==> src/rtl/dge_pkg.sv <==
package dge_pkg;
    // First standard position when the phase field is zero.
    localparam int STD_BASE = 3;
    // Number of consecutive standard samples per line.
    localparam int STD_RUN = 2;

    typedef enum logic {
        EDGE_RISE = 1'b0,
        EDGE_FALL = 1'b1
    } ref_edge_e;
endpackage

==> src/rtl/dge_ref_detect.sv <==
module dge_ref_detect
    import dge_pkg::*;
(
    input  logic clk_i,
    input  logic rst_ni,
    input  logic ref_i,
    input  logic fall_sel_i,
    input  logic act_low_i,
    output logic lead_o
);
    typedef struct packed {
        logic prev;
    } st_t;

    st_t  st_d, st_q;
    logic neg_q;
    logic line_lvl;
    logic act_lvl;

    // Half-cycle capture used when the falling edge is selected.
    always_ff @(negedge clk_i or negedge rst_ni) begin
        if (!rst_ni) neg_q <= 1'b0;
        else         neg_q <= ref_i;
    end

    always_comb begin
        line_lvl = (ref_edge_e'(fall_sel_i) == EDGE_FALL) ? neg_q : ref_i;
        act_lvl  = line_lvl ^ act_low_i;
        lead_o   = act_lvl & ~st_q.prev;
        st_d     = st_q;
        st_d.prev = act_lvl;
    end

    // Previous level resets active so a pulse held through reset is not a leading edge.
    always_ff @(posedge clk_i or negedge rst_ni) begin
        if (!rst_ni) st_q <= '{prev: 1'b1};
        else         st_q <= st_d;
    end
endmodule

==> src/rtl/dge_pos_track.sv <==
module dge_pos_track
    import dge_pkg::*;
#(
    parameter int CNT_W = 4
) (
    input  logic             clk_i,
    input  logic             rst_ni,
    input  logic             lead_i,
    input  logic             vld_i,
    input  logic [1:0]       phase_i,
    output logic             std_o,
    output logic [CNT_W-1:0] pos_o
);
    // CNT_W must leave the saturation value above the last standard slot (>= 4).
    localparam logic [CNT_W-1:0] POS_MAX = '1;
    localparam logic [CNT_W-1:0] ONE     = CNT_W'(1);
    localparam logic [CNT_W-1:0] BASE    = CNT_W'(STD_BASE);
    localparam logic [CNT_W-1:0] RUN     = CNT_W'(STD_RUN);

    typedef struct packed {
        logic [CNT_W-1:0] pos;
    } st_t;

    st_t              st_d, st_q;
    logic [CNT_W-1:0] base_pos;
    logic [CNT_W-1:0] cur_pos;
    logic [CNT_W-1:0] first_pos;
    logic [CNT_W-1:0] last_pos;

    always_comb begin
        base_pos  = lead_i ? '0 : st_q.pos;
        cur_pos   = (base_pos == POS_MAX) ? POS_MAX : base_pos + ONE;
        first_pos = BASE + {{(CNT_W-2){1'b0}}, phase_i};
        last_pos  = first_pos + RUN - ONE;
        std_o     = vld_i && (cur_pos >= first_pos) && (cur_pos <= last_pos);
        st_d      = st_q;
        if (vld_i)       st_d.pos = cur_pos;
        else if (lead_i) st_d.pos = '0;
    end

    // Saturated at reset: no standard data until the first pulse.
    always_ff @(posedge clk_i or negedge rst_ni) begin
        if (!rst_ni) st_q <= '{pos: POS_MAX};
        else         st_q <= st_d;
    end

    assign pos_o = st_q.pos;
endmodule

==> src/rtl/dge_codec.sv <==
module dge_codec #(
    parameter int DW = 10
) (
    input  logic          clk_i,
    input  logic          rst_ni,
    input  logic          vld_i,
    input  logic [DW-1:0] smp_i,
    input  logic          diff_i,
    input  logic          gray_i,
    input  logic          std_i,
    output logic [DW-1:0] code_o
);
    typedef struct packed {
        logic [DW-1:0] h1;
        logic [DW-1:0] h2;
        logic [DW-1:0] code;
    } st_t;

    st_t           st_d, st_q;
    logic [DW-1:0] delta;
    logic [DW-1:0] pre;
    logic [DW-1:0] gray_v;

    // Borrow is dropped: the subtraction wraps in DW bits.
    always_comb begin
        delta = smp_i - st_q.h2;
        pre   = (diff_i && !std_i) ? delta : smp_i;
    end

    for (genvar b = 0; b < DW - 1; b++) begin : g_gray
        assign gray_v[b] = pre[b] ^ pre[b+1];
    end
    assign gray_v[DW-1] = pre[DW-1];

    always_comb begin
        st_d = st_q;
        if (vld_i) begin
            st_d.h1   = smp_i;
            st_d.h2   = st_q.h1;
            st_d.code = gray_i ? gray_v : pre;
        end
    end

    always_ff @(posedge clk_i or negedge rst_ni) begin
        if (!rst_ni) st_q <= '0;
        else         st_q <= st_d;
    end

    assign code_o = st_q.code;
endmodule

==> src/rtl/diff_gray_encoder.sv <==
module diff_gray_encoder #(
    parameter int DW    = 10,
    parameter int CNT_W = 4
) (
    input  logic          clk_i,
    input  logic          rst_ni,
    input  logic [DW-1:0] smp_i,
    input  logic          smp_vld_i,
    input  logic          line_ref_i,
    input  logic          cfg_gray_i,
    input  logic          cfg_diff_i,
    input  logic [1:0]    cfg_phase_i,
    input  logic          cfg_ref_fall_i,
    input  logic          cfg_ref_low_i,
    output logic [DW-1:0] code_o
);
    logic             ref_lead;
    logic             std_sel;
    logic [CNT_W-1:0] trk_pos;

    dge_ref_detect u_ref (
        .clk_i      (clk_i),
        .rst_ni     (rst_ni),
        .ref_i      (line_ref_i),
        .fall_sel_i (cfg_ref_fall_i),
        .act_low_i  (cfg_ref_low_i),
        .lead_o     (ref_lead)
    );

    dge_pos_track #(.CNT_W(CNT_W)) u_trk (
        .clk_i   (clk_i),
        .rst_ni  (rst_ni),
        .lead_i  (ref_lead),
        .vld_i   (smp_vld_i),
        .phase_i (cfg_phase_i),
        .std_o   (std_sel),
        .pos_o   (trk_pos)
    );

    dge_codec #(.DW(DW)) u_codec (
        .clk_i  (clk_i),
        .rst_ni (rst_ni),
        .vld_i  (smp_vld_i),
        .smp_i  (smp_i),
        .diff_i (cfg_diff_i),
        .gray_i (cfg_gray_i),
        .std_i  (std_sel),
        .code_o (code_o)
    );
endmodule

==> config.mk <==
export PLATFORM = sky130hd
export DESIGN_NAME = diff_gray_encoder
export DESIGN_NICKNAME = d
export VERILOG_FILES = /design/src/rtl/dge_pkg.sv /design/src/rtl/dge_ref_detect.sv /design/src/rtl/dge_pos_track.sv /design/src/rtl/dge_codec.sv /design/src/rtl/diff_gray_encoder.sv
export SDC_FILE = /design/constraint.sdc
export NUM_CORES = 1
export LEC_CHECK = 0
export ABC_AREA = 1
export CAP_MARGIN = 20
export CORE_MARGIN = 1
export CORE_UTILIZATION = 50
export CTS_BUF_LIST = sky130_fd_sc_hd__clkbuf_4 sky130_fd_sc_hd__clkbuf_8
export DETAILED_ROUTE_END_ITERATION = 8
export PLACE_DENSITY = 0.72
export SLEW_MARGIN = 25
export SYNTH_ARGS = -nofsm -noshare
export SYNTH_HDL_FRONTEND = slang
export SYNTH_SLANG_ARGS = --single-unit
==> constraint.sdc <==
create_clock -name clk_i -period 5.9 [get_ports clk_i]
set_clock_uncertainty 0.15 [all_clocks]
set_input_delay 1.18 -clock clk_i [delete_from_list [all_inputs] [get_ports clk_i]]
set_output_delay 1.18 -clock clk_i [all_outputs]
set_load 0.01 [all_outputs]
# [Yosys cells after proc, flatten, opt, wreduce, memory -nomap -nowiden]
# Index checks and enable logic that the tools add are counted.
[totals] register_bits=36 out_inout_bits=10 word_cells=36
[op_classes] add_sub_neg=5 order_cmp=2 n_eq_ne=1 n_mux=6 bitwise_logic=12 n_reduce_logical=4
[op_table] op="$mux 4" count=3
[op_table] op="$mux 10" count=1
[op_table] op="$sub 10x10->10" count=1
[op_table] op="$xor 1x1->1" count=10
[op_table] op="$mux 9" count=1
[op_table] op="$add 4x1->4 const B" count=1
[op_table] op="$add 4x2->4 const B" count=1
[op_table] op="$eq 4x4->1 const B" count=1
[op_table] op="$ge 4x4->1" count=1
[op_table] op="$le 4x4->1" count=1
[op_table] op="$sub 4x1->4 const B" count=1
[op_table] op="$add 2x2->3 const A" count=1
[op_table] op="$logic_and 1x1->1" count=3
[op_table] op="$and 1x1->1" count=1
[op_table] op="$logic_not 1->1" count=1
[op_table] op="$mux 1" count=1
[op_table] op="$not 1->1" count=1

# [Logic depth before layout (Yosys ltp)]
# Gate-level depths: netlist of the first run.
[logic_depth] ltp_word=14 ltp_mapped=26

# [Hierarchy]
# A second synthesis of the first run with hierarchy kept.
[unflattened] hier_cells=357 area_unflattened_um2=2612.5
[by_module_without_submodules] mod="dge_codec" n_inst=1 cells_each=274 area_each_um2=1984.4
[by_module_without_submodules] mod="dge_pos_track" n_inst=1 cells_each=68 area_each_um2=510.5
[by_module_without_submodules] mod="dge_ref_detect" n_inst=1 cells_each=15 area_each_um2=117.6

==> results of run 1 <==
==> registers in the layout, indices dropped and copies added (netlist names) <==
register / flops
u_ref.neg_q: 1
u_trk.pos_o: 4
u_codec.code_o: 10
u_codec.st_q: 20
u_ref.st_q: 1
==> timing repair <==
item	4_1_cts	5_1_grt
cloned	0	3
resized for setup	4	32
setup endpoints to repair	9	10
setup buffers	13	4
pin swaps	6	23
==> layout make-up <==
type	count	area share
clock buffers	8	0.02893
inverters	54	0.06083
multi-input cells	242	0.4492
flip-flops and latches	36	0.2689
well taps	70	0.02596
repair buffers	59	0.1662
==> cells by family after synthesis <==
logic type,synth area share
AND/OR/NAND/NOR,0.3136
buffers and inverters,0.1482
AO/OA/AOI/OAI,0.08384
flip-flops,0.3358
adder cells (fa/ha/maj),0.08615
XOR/XNOR,0.03242
==> tightest hold or removal path: stages (launching register included) <==
cell and delay [ns]:
dfrtp_1 0.34, nand2_1 0.05, nand2_1 0.05
==> synthesized netlist by cell type (all sizes together) <==
cell type  number  share of area
fa              1         0.0074
nand2         108           0.17
a21o            1         0.0028
clkbuf          5          0.014
nand4           3         0.0093
and2            1         0.0028
a21oi           9          0.017
nand3b          5          0.014
dfrtn           1         0.0093
a21boi          1         0.0028
o21ai          26          0.048
xnor2           4          0.013
dfrtp          30           0.28
a31oi           1         0.0023
clkinv          1         0.0019
nor2            6          0.011
nor3            2         0.0037
inv            53          0.074
dfstp           5          0.049
buf            18          0.058
ha             17          0.079
o21bai          4          0.011
xor2            6          0.019
nand3          45           0.10
==> path summary, 6_finish.rpt <==
check | from | endpoint | cells after the start
worst max-delay path | u_ref.neg_q | u_trk.pos_o[0] | 24
worst min-delay path | u_codec.code_o[4] | u_codec.code_o[4] | 2
worst max register to register | u_ref.neg_q | u_trk.pos_o[0] | 24
worst min register to register | u_codec.code_o[4] | u_codec.code_o[4] | 2
max in group asynchronous | rst_ni | u_ref.neg_q | 1
min in group asynchronous | rst_ni | u_codec.st_q[29] | 2
==> stage by stage <==
stage,setup WS (ns),setup TNS (ns)
global route,-0.1642,-1.281
global placement,-0.04581,-0.1563
finish,0.004984,0
CTS,0.0006524,0
floorplan,0.1668,0
detailed placement,-0.07171,-0.4075
==> routing by layer <==
metal / vias to the layer above / track usage / wire length [µm]
met2: 55 / 0.3393 / 2725
met4: 0 / 0.07613 / 61
met1: 1068 / 0.3117 / 2829
met3: 6 / 0.03704 / 261
li1: 1200 / - / -
met5: - / 0 / 0
==> where the power goes <==
| part | internal [µW] | total (µW) | switching, µW |
|---|---|---|---|
| combinational | 201 | 425 | 224 |
| clock | 104 | 191 | 86.3 |
| sequential | 287 | 307 | 19.8 |
| total | 593 | 923 | 330 |
==> results_dict.tcl, run 1 <==
set metrics [dict create \
    synthDistinctLibCells 36 \
    cap_violations 0 \
    relSlewSlack 0.3993 \
    avgSynthCellArea_um2 7.653 \
    ir_drop_uv 143.2 \
    coreArea_um2 5140 \
    crit_family "buffers and inverters" \
    crit_chain "inv_1 > nand2_1 > nand3_2 > nand3_4 > buf_6 > nand2_4 > inv_2 > nand2_2 > buf_4 > buf_6 > buf_4 > buf_4 > buf_4 > buf_4 > buf_4 > buf_4 > buf_4 > buf_4 > buf_4 > buf_4 > buf_4 > buf_4 > nand2_2 > o21ai_1" \
    power.total_uw 922.7 \
    n_antenna_cell 0 \
    grt_max_degree 36 \
    gp_congestion 0.9014 \
    routedWlPerCell_um 12.53 \
    ant_nets 0 \
    grt_pass1_wl_um 9384 \
    slew_viol_final 0 \
    drt-pass1-iter-count 4 \
    final_common_cell "nand2_1" \
    grt_overflow_total 0 \
    vias 2329 \
    required_ns 5.97 \
    crit_path_top_delay_cell "dfrtn_1" \
    start_util 0.5256 \
    multi_input_area_um2 1515 \
    worstMarginPinSlew_ns 0.8982 \
    status "complete, no violations" \
    die-area_um2 5700 \
    cpMostUsedCell "buf_4" \
    dp_hpwl_um 3913 \
    num_io_pins 30 \
    clock-sinks 36 \
    max_stage_delay_ns 0.40 \
    nets 436 \
    finalSetupViolCount 0 \
    final_cell_mix "nand2_1, inv_1, nand3_1" \
    path_class "reg2reg" \
    grt_pass1_vias 2097 \
    yosys_warnings 0 \
    route.detailed.drc 0 \
    drt-vias-per-instance 4.966 \
    seq_area_frac_synth 0.3358 \
    die_h_um 75.50 \
    cts_tree "yes" \
    path_clk_slew_ns 0.07 \
    die_w_um 75.50 \
    hold_buffers 0 \
    synth_seq_cells 36 \
    crit_fanout 4 \
    hold_viol 0 \
    wl_um 5878 \
    cts-buffers-inserted 5 \
    htreeDepth 2 \
    port_buffers 29 \
    clk_latency_ns 0.29 \
    worstSetupEndpointType "flop" \
    start_kind "flop" \
    num-fill-cells 458 \
    rsz0062_at_grt "true" \
    drt_iter0_markers 131 \
    num_rows 26 \
    track_usage 0.2195 \
    seqCellArea_um2 907.1 \
    leakage_uw 0.001690 \
    instances_no_fill 469 \
    syn-cell-area_um2 2701 \
    cts-root-buf "clkbuf_8" \
    antenna_found_initial 0 \
    syn_nets 391 \
    syn2layout_area_growth_pct 24.87 \
    rrSetupSlack_ns 0.005 \
    placed_cells 442 \
    crit_buf_inv 17 \
    drive_gt1_frac 0.2481 \
    final_cell_area_um2 3373 \
    placed_area_um2 2993 \
    synth_cells 353 \
    clockBufferDepth 2 \
    utilization 0.6563 \
    power_density_nw_per_um2 273.5 \
    hold_class "reg2reg" \
    whs_ns 0.3219 \
    worstPathArrival_ns 5.96 \
]
No activity file was read; power rests on OpenSTA's default activity.
==> run 2, diff against run 1 <==
- TNS_END_PERCENT: unset -> 1
==> run 2 against run 1 <==
Net effect:
- hold slack barely moved
- design area decreased by 3.7%
- core utilization fell by 2.5 points
- sequential share of layout area up 1.0 points
- first-iteration DRC count shrank 24%
- critical endpoint is now u_codec.code_o[5]
==> results_dict.tcl, run 2 (synthesized netlist as in run 1, its figures left out) <==
set metrics [dict create \
    num_rows 26 \
    die-area_um2 5700 \
    wl_um 5629 \
    clk_latency_ns 0.29 \
    crit_fanout 5 \
    final_cell_mix "nand2_1, inv_1, nand3_1" \
    cap_violations 0 \
    drt-pass1-iter-count 4 \
    cts_tree "yes" \
    placed_area_um2 2993 \
    worstMarginPinSlew_ns 0.8795 \
    relSlewSlack 0.4118 \
    final_common_cell "nand2_1" \
    grt_overflow_total 0 \
    routedWlPerCell_um 12.40 \
    nets 421 \
    whs_ns 0.3216 \
    clkPwrFrac 0.214 \
    placed_cells 442 \
    power.total_uw 896.0 \
    clock-sinks 36 \
    internal_power_uw 572.2 \
    port_buffers 29 \
    die_w_um 75.50 \
    track_usage 0.2074 \
    drt_iter0_markers 100 \
    vias 2273 \
    coreArea_um2 5140 \
    cts-root-buf "clkbuf_8" \
    grt_max_degree 36 \
    drt-vias-per-instance 5.007 \
    die_h_um 75.50 \
    pwr-share-seq 0.342 \
    hold_viol 0 \
    required_ns 5.93 \
    path_class "reg2reg" \
    hold_class "reg2reg" \
    leakage_uw 0.001612 \
    start_util 0.5256 \
    n_antenna_cell 0 \
    antenna_found_initial 0 \
    rsz0062_at_grt "true" \
    gp_congestion 0.9014 \
    comb_power_share 0.444 \
    p_sw_frac 0.3614 \
    cts-buffers-inserted 5 \
    power.switching_uw 323.8 \
    largest_reg_flops 20 \
    power_density_nw_per_um2 276.0 \
    instances_no_fill 454 \
    regMostFlops "u_codec.st_q" \
    grt_pass1_vias 2034 \
    route.detailed.drc 0 \
    worstPathArrival_ns 5.83 \
    final_cell_area_um2 3247 \
    clockBufferDepth 2 \
    ir_drop_uv 144.0 \
    worstSetupEndpointType "flop" \
    grt_pass1_wl_um 8949 \
    dp_hpwl_um 3913 \
    path_clk_slew_ns 0.07 \
    htreeDepth 2 \
    slew_viol_final 0 \
    start_kind "flop" \
    finalSetupViolCount 0 \
    ant_nets 0 \
    status "complete, no violations" \
    syn2layout_area_growth_pct 20.19 \
    drive_gt1_frac 0.2135 \
    num_io_pins 30 \
]
## run 2: cell types whose count changed in the layout (fill, tap and decap cells not counted)
cell,before,now
ha_4,1,2
nand2_4,5,4
nand3_2,9,8
nand2_2,20,19
buf_4,24,12
o21ai_0,23,24
ha_1,15,14
nand3_1,34,35
o21ai_1,1,0
buf_6,4,1
nand2_1,83,85
## run 2: what timing repair did
item | CTS | global route
resized for setup | 6 | 23
hold buffers | 0 | 0
endpoints found under the setup margin | 9 | 9
endpoints found under the hold margin | 0 | 0
gates cloned | 0 | 3
buffers inserted | 0 | 1
pin swaps | 5 | 18
## run 2: worst max-delay path, stage by stage (launching register included)
cell and delay [ns]:
dfrtn_1 0.40, inv_1 0.04, nand2_1 0.06, nand3_2 0.09
nand3_4 0.09, nand3_4 0.09, nor2_4 0.11, nand3_2 0.10
nand2_2 0.09, inv_2 0.05, ha_4 0.21, o21ai_2 0.10
nand2_1 0.08, a21oi_2 0.12, nand3_1 0.09, nand2_2 0.10
inv_4 0.06, nand2_8 0.10, buf_4 0.13, nand3b_1 0.08
nand2_2 0.15, nand3_1 0.07, nand3_1 0.10, nand2_1 0.06
## run 2: per-layer routing
| layer | wire length [µm] | global-route usage | vias up |
|---|---|---|---|
| li1 | - | - | 1170 |
| met1 | 2753 | 0.2975 | 1043 |
| met2 | 2576 | 0.3194 | 53 |
| met3 | 219 | 0.03439 | 7 |
| met4 | 79 | 0.06790 | 0 |
| met5 | 0 | 0 | - |
## run 2: final timing paths
kind | slack [ns] | from | depth (start not counted) | end
setup / recovery | 0.11 | u_ref.neg_q | 23 | u_codec.code_o[5]
hold / removal | 0.32 | u_codec.st_q[28] | 2 | u_codec.st_q[28]
setup reg to reg | 0.11 | u_ref.neg_q | 23 | u_codec.code_o[5]
hold reg to reg | 0.32 | u_codec.st_q[28] | 2 | u_codec.st_q[28]
max in group asynchronous | 1.72 | rst_ni | 1 | u_ref.neg_q
min in group asynchronous | 1.21 | rst_ni | 2 | u_codec.st_q[29]
## run 2: final cells by class
type,count,area [µm²]
Fill cell,473,1893
Multi-Input combinational cell,242,1513
Sequential cell,36,907.1
Timing Repair Buffer,44,436.7
Inverter,54,205.2
Clock buffer,8,97.59
Tap cell,70,87.58
## run 2: per-stage QoR
step                      TNS [ns]  worst slack [ns]    util
after floorplan                  0            0.1668       -
final                            0            0.1055  0.6317
after global routing       -0.7188           -0.1173  0.6317
after detailed placement   -0.4075          -0.07171  0.5823
after CTS                 -0.02380          -0.01286  0.6049
after global placement     -0.1563          -0.04581  0.5823
## run 2: power by group through the flow
stage,registers (µW),logic [µW],clock network [µW]
CTS,306,353,196
global route,310,444,208
finish,306,398,192
global placement,310,339,0
floorplan,306,263,0
detailed placement,310,346,0
==> run 3, diff against run 2 <==
- PLACE_DENSITY: 0.72 -> unset
- PLACE_DENSITY_LB_ADDON: unset -> 0.05
==> run 3 against run 2 <==
Net effect:
- sequential cell count unchanged
- first-iteration DRC count fell by 6.0%
- highest routed layer unchanged
- largest cell class unchanged
- final cell count decreased by 1.3%
==> results_dict.tcl, run 3 (synthesized netlist as in run 1, its figures left out) <==
set metrics [dict create \
    status "complete, no violations" \
    clk_latency_ns 0.29 \
    path_class "reg2reg" \
    routedWlPerCell_um 11.92 \
    power_density_nw_per_um2 274.2 \
    cts-root-buf "clkbuf_8" \
    utilization 0.6115 \
    worstMarginPinSlew_ns 0.8448 \
    coreArea_um2 5140 \
    hold_viol 0 \
    drt_iter0_markers 94 \
    nets 415 \
    relSlewSlack 0.4362 \
    syn2layout_area_growth_pct 16.35 \
    start_util 0.5256 \
    crit_start "u_ref.neg_q" \
    worst_slack_ns 0.09230 \
    grt_max_degree 41 \
    htreeDepth 2 \
    instances_no_fill 448 \
    reg2reg_from "u_ref.neg_q" \
    regMostFlops "u_codec.st_q" \
    antenna_found_initial 0 \
    leakage_uw 0.001593 \
    ir_drop_uv 123.8 \
    placed_cells 437 \
    drt-vias-per-instance 4.946 \
    grt_pass1_wl_um 8866 \
    grt_pass1_vias 2008 \
    port_buffers 29 \
    die_w_um 75.50 \
    wl_um 5340 \
    dp_hpwl_um 3863 \
    drt-pass1-iter-count 4 \
    worstSetupEndpointType "flop" \
    finalSetupViolCount 0 \
    track_usage 0.2062 \
    final_common_cell "nand2_1" \
    path_clk_slew_ns 0.07 \
    n_antenna_cell 0 \
    cts-buffers-inserted 5 \
    final_cell_mix "nand2_1, inv_1, nand3_1" \
    num_rows 26 \
    cap_violations 0 \
    start_kind "flop" \
    crit_fanout 7 \
    drive_gt1_frac 0.1746 \
    final.setup.tns_ns 0 \
    die-area_um2 5700 \
    min_from "u_codec.code_o[5]" \
    grt_overflow_total 0 \
    slew_viol_final 0 \
    num_io_pins 30 \
    dpl_worst_slack_ns -0.04097 \
    ant_nets 0 \
    vias 2216 \
    required_ns 5.93 \
    gp_congestion 0.8254 \
    route.detailed.drc 0 \
    clock-sinks 36 \
    worstPathArrival_ns 5.84 \
    rsz0062_at_grt "true" \
    cts_tree "yes" \
    hold_class "reg2reg" \
    clockBufferDepth 2 \
    largest_reg_flops 20 \
    die_h_um 75.50 \
]
[run 3: changes by cell type in the layout (fill, tap and decap cells not counted), moves of 3 or more]
cell     delta
nand2_1     +3
nand2_2     -3
nand3_2     -3
buf_4       -3
nand3_1     +3
[run 3: area by class of cell]
| class | instances | area [µm²] |
|---|---|---|
| Fill cell | 489 | 1997 |
| Multi-Input combinational cell | 240 | 1449 |
| Sequential cell | 36 | 907.1 |
| Timing Repair Buffer | 40 | 397.9 |
| Inverter | 54 | 203.9 |
| Clock buffer | 8 | 97.59 |
| Tap cell | 70 | 87.58 |
[run 3: worst max-delay path, cell delays in order (launching register included)]
cell and delay (ns):
dfrtn_1 0.40, inv_1 0.04, nand2_1 0.06, nand3_2 0.09
nand3_4 0.11, nand3_4 0.09, nor2_4 0.13, nand3_2 0.09
nand2_2 0.09, inv_2 0.05, ha_4 0.21, o21ai_2 0.10
nand2_1 0.07, a21oi_2 0.11, nand3_1 0.08, nand2_1 0.08
clkinv_2 0.09, nand2_8 0.12, buf_12 0.13, nand3b_1 0.08
nand2_2 0.13, nand3_1 0.08, nand3_1 0.11, nand2_1 0.05
[run 3: metrics by stage]
stage,instance area (µm²),power [µW],hold slack [ns]
after detailed placement,2950,647.9,0.3169
after global placement,2950,643.7,0.3101
after floorplan,2701,569.2,0.2922
after global routing,3143,930.6,0.3451
after CTS,3059,847.6,0.3338
final,3143,861.7,0.3278
[run 3: routing by layer]
metal,share of wire,vias to the layer above,track usage
li1,-,1154,-
met1,0.51,1019,0.2851
met2,0.45,36,0.3254
met3,0.032,7,0.04101
met4,0.013,0,0.06790
met5,0,-,0
[run 3: power by group]
group	switching, µW	leakage, µW	internal, µW	total, µW
logic	198	0.00111	167	365
clock network	84.7	0.0000523	104	189
registers	20.4	0.000430	287	307
[run 3: final timing paths]
| kind | slack (ns) | cells past startpoint | endpoint |
|---|---|---|---|
| max in group asynchronous | 2.13 | 1 | u_ref.neg_q |
| worst max-delay path | 0.09 | 23 | u_codec.code_o[3] |
| min in group asynchronous | 0.80 | 2 | u_codec.st_q[20] |
| worst min-delay path | 0.33 | 2 | u_codec.code_o[5] |
| worst min register to register | 0.33 | 2 | u_codec.code_o[5] |
| worst max register to register | 0.09 | 23 | u_codec.code_o[3] |
[run 3: repair_timing]
item	CTS	global route
pin swaps	2	15
buffers inserted	0	2
endpoints found under the setup margin	8	10
hold buffers	0	0
cloned	0	1
resized for setup	3	13
